$ cat src/rtl/fp_minmax_c.sv
module fp_minmax_c #(
  parameter int W     = 64,
  parameter int EXP_W = 11
) (
  input  logic         clk,
  input  logic         rst_n,
  input  logic         in_valid,
  input  logic         max_sel,
  input  logic         inv_en,
  input  logic [W-1:0] op_a,
  input  logic [W-1:0] op_b,
  output logic [W-1:0] res,
  output logic         wr_en,
  output logic         inv_flag,
  output logic         done
);
  localparam int FRAC_W = W - 1 - EXP_W;
  localparam int MAG_W  = W - 1;

  function automatic logic is_nan(input logic [W-1:0] x);
    return (&x[W-2 -: EXP_W]) && (|x[FRAC_W-1:0]);
  endfunction

  function automatic logic is_snan(input logic [W-1:0] x);
    return is_nan(x) && !x[FRAC_W-1];
  endfunction

  logic [MAG_W-1:0] mag_a, mag_b;
  logic             sgn_a, sgn_b;
  logic             both_zero, a_lt_b;
  logic             any_nan, any_snan;
  logic [W-1:0]     pick;

  assign sgn_a = op_a[W-1];
  assign sgn_b = op_b[W-1];
  assign mag_a = op_a[MAG_W-1:0];
  assign mag_b = op_b[MAG_W-1:0];
  assign both_zero = (mag_a == '0) && (mag_b == '0);

  always_comb begin
    if (both_zero)          a_lt_b = 1'b0;
    else if (sgn_a != sgn_b) a_lt_b = sgn_a;
    else if (sgn_a)          a_lt_b = mag_a > mag_b;
    else                     a_lt_b = mag_a < mag_b;
  end

  assign any_nan  = is_nan(op_a) || is_nan(op_b);
  assign any_snan = is_snan(op_a) || is_snan(op_b);

  always_comb begin
    if (any_nan)      pick = op_b;
    else if (max_sel) pick = a_lt_b ? op_b : op_a;
    else              pick = a_lt_b ? op_a : op_b;
  end

  always_ff @(posedge clk) begin
    if (!rst_n) begin
      res      <= '0;
      wr_en    <= 1'b0;
      inv_flag <= 1'b0;
      done     <= 1'b0;
    end else begin
      done     <= in_valid;
      wr_en    <= in_valid && !(any_snan && inv_en);
      inv_flag <= in_valid && any_snan;
      if (in_valid) res <= pick;
    end
  end
endmodule


$ cat config.mk
export PLATFORM = sky130hd
export DESIGN_NAME = fp_minmax_c
export DESIGN_NICKNAME = d
export VERILOG_FILES = /design/src/rtl/fp_minmax_c.sv
export SDC_FILE = /design/constraint.sdc
export NUM_CORES = 1
export LEC_CHECK = 0
export CORE_ASPECT_RATIO = 0.9
export CORE_MARGIN = 1.5
export CORE_UTILIZATION = 30
export CTS_BUF_LIST = sky130_fd_sc_hd__clkbuf_16
export CTS_CLUSTER_DIAMETER = 30
export DETAILED_ROUTE_END_ITERATION = 10
export PLACE_DENSITY = 0.68
export RECOVER_POWER = 50
export SYNTH_ARGS = -nofsm -noshare
export SYNTH_HDL_FRONTEND = slang
export SYNTH_SLANG_ARGS = --single-unit
export TNS_END_PERCENT = 1
$ cat constraint.sdc
create_clock -name clk -period 8.3 [get_ports clk]
set_input_delay 2.49 -clock clk [delete_from_list [all_inputs] [get_ports clk]]
set_output_delay 2.49 -clock clk [all_outputs]
set_load 0.03 [all_outputs]
==> flow_metrics.py, run 1 <==
metrics = {
    "outcome": {
        "status": "complete, but fails checks",
        "violations": "max-capacitance violations, max-slew violations",
    },
    "drt": {
        "dr_wl_met3_mm": 1.400,
        "wl_met1_mm": 9.647,
        "first_pass_iters": 5,
        "vias_per_cell": 5.684,
        "postRouteAntennaNets": 0,
        "totalWireLength_mm": 20.23,
        "drt_iter0_drc": 541,
        "post_drt_wl_per_cell_um": 19.29,
        "highest_layer": "met4",
        "wl_met2_mm": 8.787,
        "vias": 5962,
        "drc": 0,
    },
    "final_layout": {
        "fillers": 1672,
        "fin_nets": 1029,
        "design_area_mm2": 0.007522,
        "area_growth_pct": 46.60,
        "drive_gt1_frac": 0.03461,
        "antenna_cells": 0,
    },
    "synth": {
        "async_flop_share": 0,
        "syn_area_per_cell_um2": 7.658,
        "synth_top_cell_by_area": "dfxtp_1",
        "synth_area_leaders": "dfxtp_1, ha_1, o211ai_1",
        "synth_edf_count": 0,
        "synth-seq-cells": 67,
        "synthCells": 670,
        "yosysSeqAreaShare": 0.2614,
        "synth_warnings": 0,
        "syn_nets": 866,
        "synth_top_area_frac": 0.2614,
        "synthesis.area_mm2": 0.005131,
        "ys.flop_type": "dfxtp_1",
        "ys_types": 39,
    },
    "cts": {
        "cts_tree": "done",
        "post-cts-setup-buffers": 0,
        "cts_buffer_depth": 2,
        "path_clk_slew_ps": 60,
        "insertion_delay_ps": 340,
        "cts-buffers-inserted": 9,
        "htree_levels": 3,
        "cts_root_buffer": "clkbuf_16",
        "cts_hold_buf": 0,
        "clock_sinks": 67,
        "cts_resized": 0,
    },
    "worst_setup_path": {
        "worstSetupPathType": "in -> reg",
        "critPathBufInv": 1,
        "start_kind": "primary input",
        "critPathSlowestCell": "clkbuf_1",
        "critPathMaxStageDelay_ps": 3180,
        "worstPathMaxFanout": 129,
        "cp_data_arrival_time_ps": 6660,
        "worstPathRequired_ps": 8520,
        "critPathTopFamily": "buffers and inverters",
        "crit_path_cell_trace": "clkbuf_1 -> o21ai_0 -> a31oi_1",
        "endpoint_kind": "flip-flop",
    },
    "grt": {
        "grt_pass1_wl_mm": 31.40,
        "antenna_found_initial": 0,
        "grt_pass1_vias": 5605,
        "grt_max_degree": 130,
        "gr-total-overflow": 0,
        "grtUsageTotal": 0.2231,
    },
    "sta": {
        "fin_crit_ps": 6431,
        "fin_ws_ps": 1869,
        "final-hold-violation-count": 0,
        "max_slew.worst_pin.slew_ps": 4659,
        "fmax_mhz": 155.5,
        "fin_hold_ws_ps": 535.8,
        "setup_viol": 0,
        "slew_viol_final": 130,
        "period_share": 0.7748,
        "finalClockSkew_ps": 0,
        "slew_headroom": -2.106,
        "setup_tns_ps": 0,
        "rsz0062_at_grt": "no",
    },
    "power_and_ir_drop": {
        "p_switching_w": 0.0003889,
        "p_comb_frac": 0.322,
        "switching_share": 0.3264,
        "vdd_drop_max_mv": 0.09223,
        "intPower_w": 0.0008026,
        "p_per_area_mw_per_mm2": 158.4,
        "clockPowerShare": 0.374,
        "power_w": 0.001191,
        "power_leakage_nw": 3.083,
        "pwr-share-seq": 0.304,
    },
    "placed_design": {
        "routabilityCongestion": 0.8529,
        "placed_cell_area_mm2": 0.007193,
        "hpwl_mm": 14.79,
        "portBuffers": 199,
        "pre_cts_slack_ps": 1822,
    },
    "floorplanning": {
        "io_pins": 200,
        "start_util": 0.3058,
        "core_mm2": 0.01678,
        "fp-row-count": 45,
        "die_width_um": 140.9,
        "die_y_um": 127.1,
        "design.die.area_mm2": 0.01790,
    },
    "hold_path": {
        "hold_class": "reg -> reg",
    },
    "run": {
        "cap_violations": 1,
    },
}
-- state kept, by name, indices dropped and copies added (netlist names) --
register  flops
done          1
wr_en         1
inv_flag      1
res          64
-- cell type report --
cell class	instances	area, um^2	area share
Tap cell	211	264.0	0.03510
Clock inverter	7	107.6	0.01430
Inverter	63	236.5	0.03144
Multi-Input combinational cell	486	3314	0.4406
Sequential cell	67	1341	0.1783
Clock buffer	9	225.2	0.02994
Timing Repair Buffer	206	2033	0.2703
-- synth_stat cells, drive strengths merged, types with 3 or more instances --
library cell   n
clkbuf        30
nand2         18
nor3           6
o211ai        64
dfxtp         67
nand4         21
ha            63
a211oi         3
a21oi         24
nor2           7
nand3         77
and4           3
inv           63
and2           3
nor4          34
o21ai         72
a21o           5
buf           24
a31oi         66
-- layer usage --
layer | vias up | track usage
met3 | 23 | 0.04235
met2 | 251 | 0.3306
met5 | - | 0
met4 | 0 | 0.07537
li1 | 2909 | -
met1 | 2779 | 0.3228
-- cells by family (layout without fill, tap and decap cells) --
family                   count (synthesis)  in the layout  synth area share
AO/OA/AOI/OAI                          247            247            0.3014
AND/OR/NAND/NOR                        176            176            0.1892
buffers and inverters                  117            285           0.09437
flip-flops                              67             67            0.2614
adder cells (fa/ha/maj)                 63             63            0.1536
-- worst paths after layout --
path | from | endpoint | slack, ps | cells after the start
worst max-delay path | in_valid | res[37] | 1870 | 3
worst min-delay path | res[5] | res[5] | 540 | 2
worst max register to register | res[37] | res[37] | 7410 | 2
worst min register to register | res[5] | res[5] | 540 | 2
-- cells in the final DEF (no fill, tap or decap), types with 4 or more instances in the layout --
cell type	netlist	final
dlygate4sd3_1	0	66
buf_4	6	7
nand2_1	18	18
clkdlybuf4s50_1	0	131
o21ai_0	71	71
nand3_1	77	77
nand4_1	21	21
a31oi_1	66	66
ha_1	63	63
nor3_1	4	4
inv_1	63	64
dfxtp_1	67	67
a21o_1	5	5
a21oi_1	24	24
nor4_1	34	34
o211ai_1	64	64
nor2_1	7	7
clkbuf_16	0	9
-- worst reg2reg max path, stage by stage, from the launching register on --
cell     delay [ps]
dfxtp_1         310
o21ai_0         170
a31oi_1          80
-- power by group through the flow --
stage	clock, W	combinational, W	sequential [W]
finish	0.000445	0.000384	0.000362
global route	0.000463	0.000417	0.000365
CTS	0.000452	0.000392	0.000363
global placement	0	0.000387	0.000370
detailed placement	0	0.000390	0.000369
floorplan	0	0.000159	0.000420
-- per-stage QoR --
step,util,std cells
floorplan,-,670
global placement,0.4287,1033
detailed placement,0.4287,1033
CTS,0.4485,1049
global route,0.4483,1049
finish,0.4483,1049
Power figures use the tool's default switching activity.
==> run 2: changes to the inputs <==
--- a/config.mk
+++ b/config.mk
@@ -11,7 +11,7 @@
 export CTS_BUF_LIST = sky130_fd_sc_hd__clkbuf_16
 export CTS_CLUSTER_DIAMETER = 30
 export DETAILED_ROUTE_END_ITERATION = 10
-export PLACE_DENSITY = 0.68
+export PLACE_DENSITY = 0.7
 export RECOVER_POWER = 50
 export SYNTH_ARGS = -nofsm -noshare
 export SYNTH_HDL_FRONTEND = slang
==> constraint.sdc (replaced) <==
create_clock -name clk -period 5.4 [get_ports clk]
set_input_delay 1.62 -clock clk [delete_from_list [all_inputs] [get_ports clk]]
set_output_delay 1.62 -clock clk [all_outputs]
set_load 0.03 [all_outputs]
==> flow_metrics.py, run 2 (synthesized netlist as in run 1, its figures left out) <==
metrics = {
    "outcome": {
        "status": "complete, but fails checks",
        "violations": "max-capacitance violations, max-slew violations",
    },
    "placed_design": {
        "hpwl_mm": 14.96,
        "portBuffers": 199,
        "pre_cts_slack_ps": 358.8,
        "placedCellCount": 1041,
        "routabilityCongestion": 0.9160,
    },
    "drt": {
        "wl_met1_mm": 9.678,
        "post_drt_wl_per_cell_um": 19.14,
        "drc": 0,
        "totalWireLength_mm": 20.25,
        "dr_wl_met3_mm": 1.399,
        "postRouteAntennaNets": 0,
        "vias": 6080,
        "vias_per_cell": 5.747,
        "drt_iter0_drc": 524,
        "first_pass_iters": 5,
        "highest_layer": "met4",
        "wl_met2_mm": 8.734,
    },
    "sta": {
        "max_slew.worst_pin.slew_ps": 2162,
        "slew_viol_final": 130,
        "fin_crit_ps": 4766,
        "setup_viol": 0,
        "fin_ws_ps": 633.8,
        "fmax_mhz": 209.8,
        "setup_tns_ps": 0,
        "period_share": 0.8826,
        "finalClockSkew_ps": 0,
        "slew_headroom": -0.4417,
        "rsz0062_at_grt": "no",
        "final-hold-violation-count": 0,
    },
    "worst_setup_path": {
        "worstRegToRegCells": 2,
        "critPathBufInv": 3,
        "r2r_slack_ps": 4620,
        "critPathMaxStageDelay_ps": 540,
        "r2r_start": "res[11]",
        "crit_top_cell": "a21oi_1",
        "critPathSlowestCell": "clkdlybuf4s50_1",
        "critPathTopFamily": "compound AO/OA/AOI/OAI gates",
        "worstSetupStartpoint": "op_b[48]",
        "worstPathMaxFanout": 21,
        "endpoint_kind": "flip-flop",
        "worstSetupPathType": "in -> reg",
        "worstPathRequired_ps": 5520,
        "cp.depth": 13,
        "endpoint": "res[0]",
        "crit_path_cell_trace": "clkdlybuf4s50_1 -> inv_1 -> ha_1 -> a21oi_1 -> o21ai_1 -> a221o_1 -> a2111o_1 -> nor3_2 -> a21oi_1 -> o211ai_1 -> buf_4 -> a21o_1 -> a31oi_1",
        "cp_data_arrival_time_ps": 4890,
        "r2r-end": "res[11]",
        "start_kind": "primary input",
    },
    "power_and_ir_drop": {
        "pwr-share-seq": 0.327,
        "p_per_area_mw_per_mm2": 224.4,
        "power_leakage_nw": 3.103,
        "switching_share": 0.3513,
        "p_comb_frac": 0.358,
        "intPower_w": 0.001101,
        "vdd_drop_max_mv": 0.1254,
        "p_switching_w": 0.0005963,
        "clockPowerShare": 0.315,
        "power_w": 0.001698,
    },
    "grt": {
        "grt_pass1_vias": 5627,
        "grt_pass1_wl_mm": 31.62,
        "gr-total-overflow": 0,
        "grtUsageTotal": 0.2250,
        "antenna_found_initial": 1,
        "grt_max_degree": 130,
    },
    "cts": {
        "clock_sinks": 67,
        "cts_hold_buf": 0,
        "insertion_delay_ps": 340,
        "cts-buffers-inserted": 9,
        "cts_resized": 0,
        "cts_tree": "done",
        "path_clk_slew_ps": 60,
        "cts_root_buffer": "clkbuf_16",
        "post-cts-setup-buffers": 0,
        "htree_levels": 3,
        "cts_buffer_depth": 2,
    },
    "final_layout": {
        "final_common_cell": "clkdlybuf4s50_1",
        "most-common-layout-cells": "clkdlybuf4s50_1, nand3_1, o21ai_0, dfxtp_1",
        "postLayoutCoreUtil": 0.4509,
        "largest_register_ffs": 64,
        "drive_gt1_frac": 0.04374,
        "area_growth_pct": 47.43,
        "top_register": "res",
        "fin_nets": 1037,
        "final_cells": 1058,
    },
    "hold_path": {
        "hp-start": "res[32]",
        "hold_class": "reg -> reg",
    },
    "floorplanning": {
        "design.die.area_mm2": 0.01790,
        "fp-row-count": 45,
        "io_pins": 200,
        "die_width_um": 140.9,
        "start_util": 0.3058,
        "core_mm2": 0.01678,
        "die_y_um": 127.1,
    },
    "run": {
        "cap_violations": 1,
    },
}
[run 2: final cells by class]
cell class	instances	area (um^2)
fill	1681	9214
multi-input combinational	486	3314
timing repair buffer	214	2145
sequential	67	1341
tap	211	264.0
inverter	63	236.5
clock buffer	9	225.2
clock inverter	7	36.28
antenna	1	2.502
[run 2: worst min path at each step]
stage                   end  cells after the start  slack [ps]
floorplan            res[0]                      2         650
global placement    res[28]                      2         530
detailed placement  res[10]                      2         530
CTS                 res[10]                      2         540
global route        res[10]                      2         560
finish              res[32]                      2         540
[run 2: power by group through the flow]
stage | clock [W] | combinational [W] | sequential [W]
after global placement | 0 | 0.000613 | 0.000567
final | 0.000535 | 0.000607 | 0.000556
after floorplan | 0 | 0.000244 | 0.000646
after global routing | 0.000564 | 0.000656 | 0.000561
after CTS | 0.000542 | 0.000619 | 0.000558
after detailed placement | 0 | 0.000615 | 0.000567
[run 2: worst register-to-register path, stage by stage (launching register included)]
cell and delay [ps]:
dfxtp_1 310, o21ai_0 150, a31oi_1 90
[run 2: per-layer routing]
layer,global-route usage,up-vias
met4,0.07721,0
met3,0.03898,34
li1,-,2922
met2,0.3303,279
met1,0.3299,2845
met5,0,-
[run 2: metrics by stage]
stage	hold WS, ps	cell area, um^2
2_1_floorplan	645.5	5131
3_3_place_gp	530.0	7303
3_5_place_dp	531.7	7303
4_1_cts	543.0	7565
5_1_grt	557.2	7562
6_report	540.5	7565
==> run 3: changes to the inputs <==
--- a/config.mk
+++ b/config.mk
@@ -11,7 +11,7 @@
 export CTS_BUF_LIST = sky130_fd_sc_hd__clkbuf_16
 export CTS_CLUSTER_DIAMETER = 30
 export DETAILED_ROUTE_END_ITERATION = 10
-export PLACE_DENSITY = 0.7
+export PLACE_DENSITY = 0.68
 export RECOVER_POWER = 50
 export SYNTH_ARGS = -nofsm -noshare
 export SYNTH_HDL_FRONTEND = slang
==> constraint.sdc (replaced) <==
create_clock -name clk -period 6.2 [get_ports clk]
set_input_delay 1.86 -clock clk [delete_from_list [all_inputs] [get_ports clk]]
set_output_delay 1.86 -clock clk [all_outputs]
set_load 0.03 [all_outputs]
==> flow_metrics.py, run 3 (synthesized netlist as in run 1, its figures left out) <==
metrics = {
    "floorplanning": {
        "design.die.area_mm2": 0.01790,
        "die_y_um": 127.1,
        "die_width_um": 140.9,
        "io_pins": 200,
        "fp-row-count": 45,
        "core_mm2": 0.01678,
        "start_util": 0.3058,
    },
    "placed_design": {
        "hpwl_mm": 14.97,
        "portBuffers": 199,
        "pre_cts_slack_ps": 813.5,
        "routabilityCongestion": 0.8588,
    },
    "power_and_ir_drop": {
        "clockPowerShare": 0.392,
        "pwr-share-seq": 0.295,
        "vdd_drop_max_mv": 0.1190,
        "switching_share": 0.3195,
        "intPower_w": 0.001119,
        "p_switching_w": 0.0005254,
        "p_comb_frac": 0.313,
        "p_per_area_mw_per_mm2": 217.0,
        "power_leakage_nw": 3.104,
    },
    "worst_setup_path": {
        "critPathSlowestCell": "clkdlybuf4s50_1",
        "worstPathRequired_ps": 6450,
        "start_kind": "primary input",
        "critPathMaxStageDelay_ps": 570,
        "cp_data_arrival_time_ps": 5330,
        "worstPathMaxFanout": 39,
        "crit_path_cell_trace": "clkdlybuf4s50_1 -> inv_1 -> ha_1 -> and4_1 -> a221o_1 -> a2111o_1 -> nor3_2 -> a21oi_1 -> o211ai_1 -> buf_4 -> nand3_1 -> a31oi_1",
        "endpoint_kind": "flip-flop",
        "worstSetupPathType": "in -> reg",
    },
    "cts": {
        "cts_root_buffer": "clkbuf_16",
        "path_clk_slew_ps": 60,
        "cts_tree": "done",
        "htree_levels": 3,
        "cts_hold_buf": 0,
        "insertion_delay_ps": 350,
        "clock_sinks": 67,
        "post-cts-setup-buffers": 0,
        "cts-buffers-inserted": 9,
        "cts_buffer_depth": 2,
        "cts_resized": 0,
    },
    "grt": {
        "grt_pass1_vias": 5626,
        "antenna_found_initial": 0,
        "grt_max_degree": 130,
        "grtUsageMet2": 0.3353,
        "grt_pass1_wl_mm": 31.21,
        "gr-total-overflow": 0,
        "grtUsageMet3": 0.05060,
        "grtUsageTotal": 0.2217,
        "gr-max-usage-layer": "met2",
        "grt.met1_usage": 0.3158,
    },
    "drt": {
        "first_pass_iters": 5,
        "postRouteAntennaNets": 0,
        "vias": 6071,
        "drt_iter0_drc": 481,
        "totalWireLength_mm": 20.14,
        "drc": 0,
        "vias_per_cell": 5.771,
        "post_drt_wl_per_cell_um": 19.14,
    },
    "sta": {
        "setup_viol": 0,
        "fmax_mhz": 196.6,
        "fin_ws_ps": 1115,
        "slew_viol_final": 130,
        "slew_headroom": -0.4460,
        "finalClockSkew_ps": 0,
        "fin_crit_ps": 5085,
        "final-hold-violation-count": 0,
        "period_share": 0.8202,
        "max_slew.worst_pin.slew_ps": 2169,
        "rsz0062_at_grt": "no",
        "setup_tns_ps": 0,
    },
    "outcome": {
        "status": "complete, but fails checks",
        "violations": "max-capacitance violations, max-slew violations",
    },
    "final_layout": {
        "fillers": 1654,
        "final_common_cell": "clkdlybuf4s50_1",
        "multiInputGateArea_mm2": 0.003314,
        "most-common-layout-cells": "clkdlybuf4s50_1, nand3_1, o21ai_0, dfxtp_1",
        "fin_nets": 1032,
        "largest_register_ffs": 64,
        "antenna_cells": 0,
        "top_register": "res",
        "seqCellArea_mm2": 0.001341,
        "drive_gt1_frac": 0.04162,
        "area_growth_pct": 47.70,
    },
    "run": {
        "cap_violations": 1,
    },
    "hold_path": {
        "hold_class": "reg -> reg",
    },
}
==> run 3: cell types whose count changed in the layout (fill, tap and decap cells not counted) <==
cell       before  now
diode_2         1    0
buf_12          4    0
clkinv_1        2    0
buf_4          11   10
inv_1          64   63
clkinv_2        2    1
bufinv_16       0    4
==> run 3: metal layers <==
| metal | part of all wire | up-vias |
|---|---|---|
| met4 | 0.017 | 0 |
| li1 | - | 2917 |
| met5 | 0 | - |
| met3 | 0.082 | 28 |
| met2 | 0.43 | 315 |
| met1 | 0.47 | 2811 |
==> run 3: final timing paths <==
kind,start,endpoint,slack [ps],cells after the start
worst min-delay path,res[59],res[59],540,2
worst max register to register,res[63],res[63],5400,2
worst max-delay path,op_b[53],res[28],1110,12
worst min register to register,res[59],res[59],540,2
==> run 3: critical path: cells and delay by family <==
| family | cells | cell delay [ps] |
|---|---|---|
| compound gates | 5 | 1360 |
| buf+inv | 3 | 1110 |
| simple gates | 3 | 670 |
| fa+ha+maj | 1 | 310 |
==> run 3: metrics by stage <==
step	utilization	total power, W	instance area (um^2)	cells	hold slack, ps
CTS	0.4518	0.001663	7581	1052	543.4
finish	0.4517	0.001644	7579	1052	538.9
detailed placement	0.4301	0.001019	7216	1036	531.4
global route	0.4517	0.001719	7579	1052	569.6
floorplan	-	0.0007754	5131	670	645.5
global placement	0.4301	0.001015	7216	1036	530.5
==> run 3: power groups by stage <==
| stage | Sequential, W | Combinational (W) | Clock (W) |
|---|---|---|---|
| after floorplan | 0.000563 | 0.000213 | 0 |
| after global placement | 0.000494 | 0.000521 | 0 |
| after detailed placement | 0.000494 | 0.000524 | 0 |
| after CTS | 0.000486 | 0.000527 | 0.000650 |
| after global routing | 0.000488 | 0.000560 | 0.000670 |
| final | 0.000484 | 0.000515 | 0.000645 |
==> run 3: area by class of cell <==
| class | count | share of cell area |
|---|---|---|
| sequential | 67 | 0.1770 |
| timing repair buffer | 209 | 0.2714 |
| multi-input combinational | 486 | 0.4373 |
| clock buffer | 9 | 0.02972 |
| tap | 211 | 0.03484 |
| clock inverter | 7 | 0.01849 |
| inverter | 63 | 0.03120 |
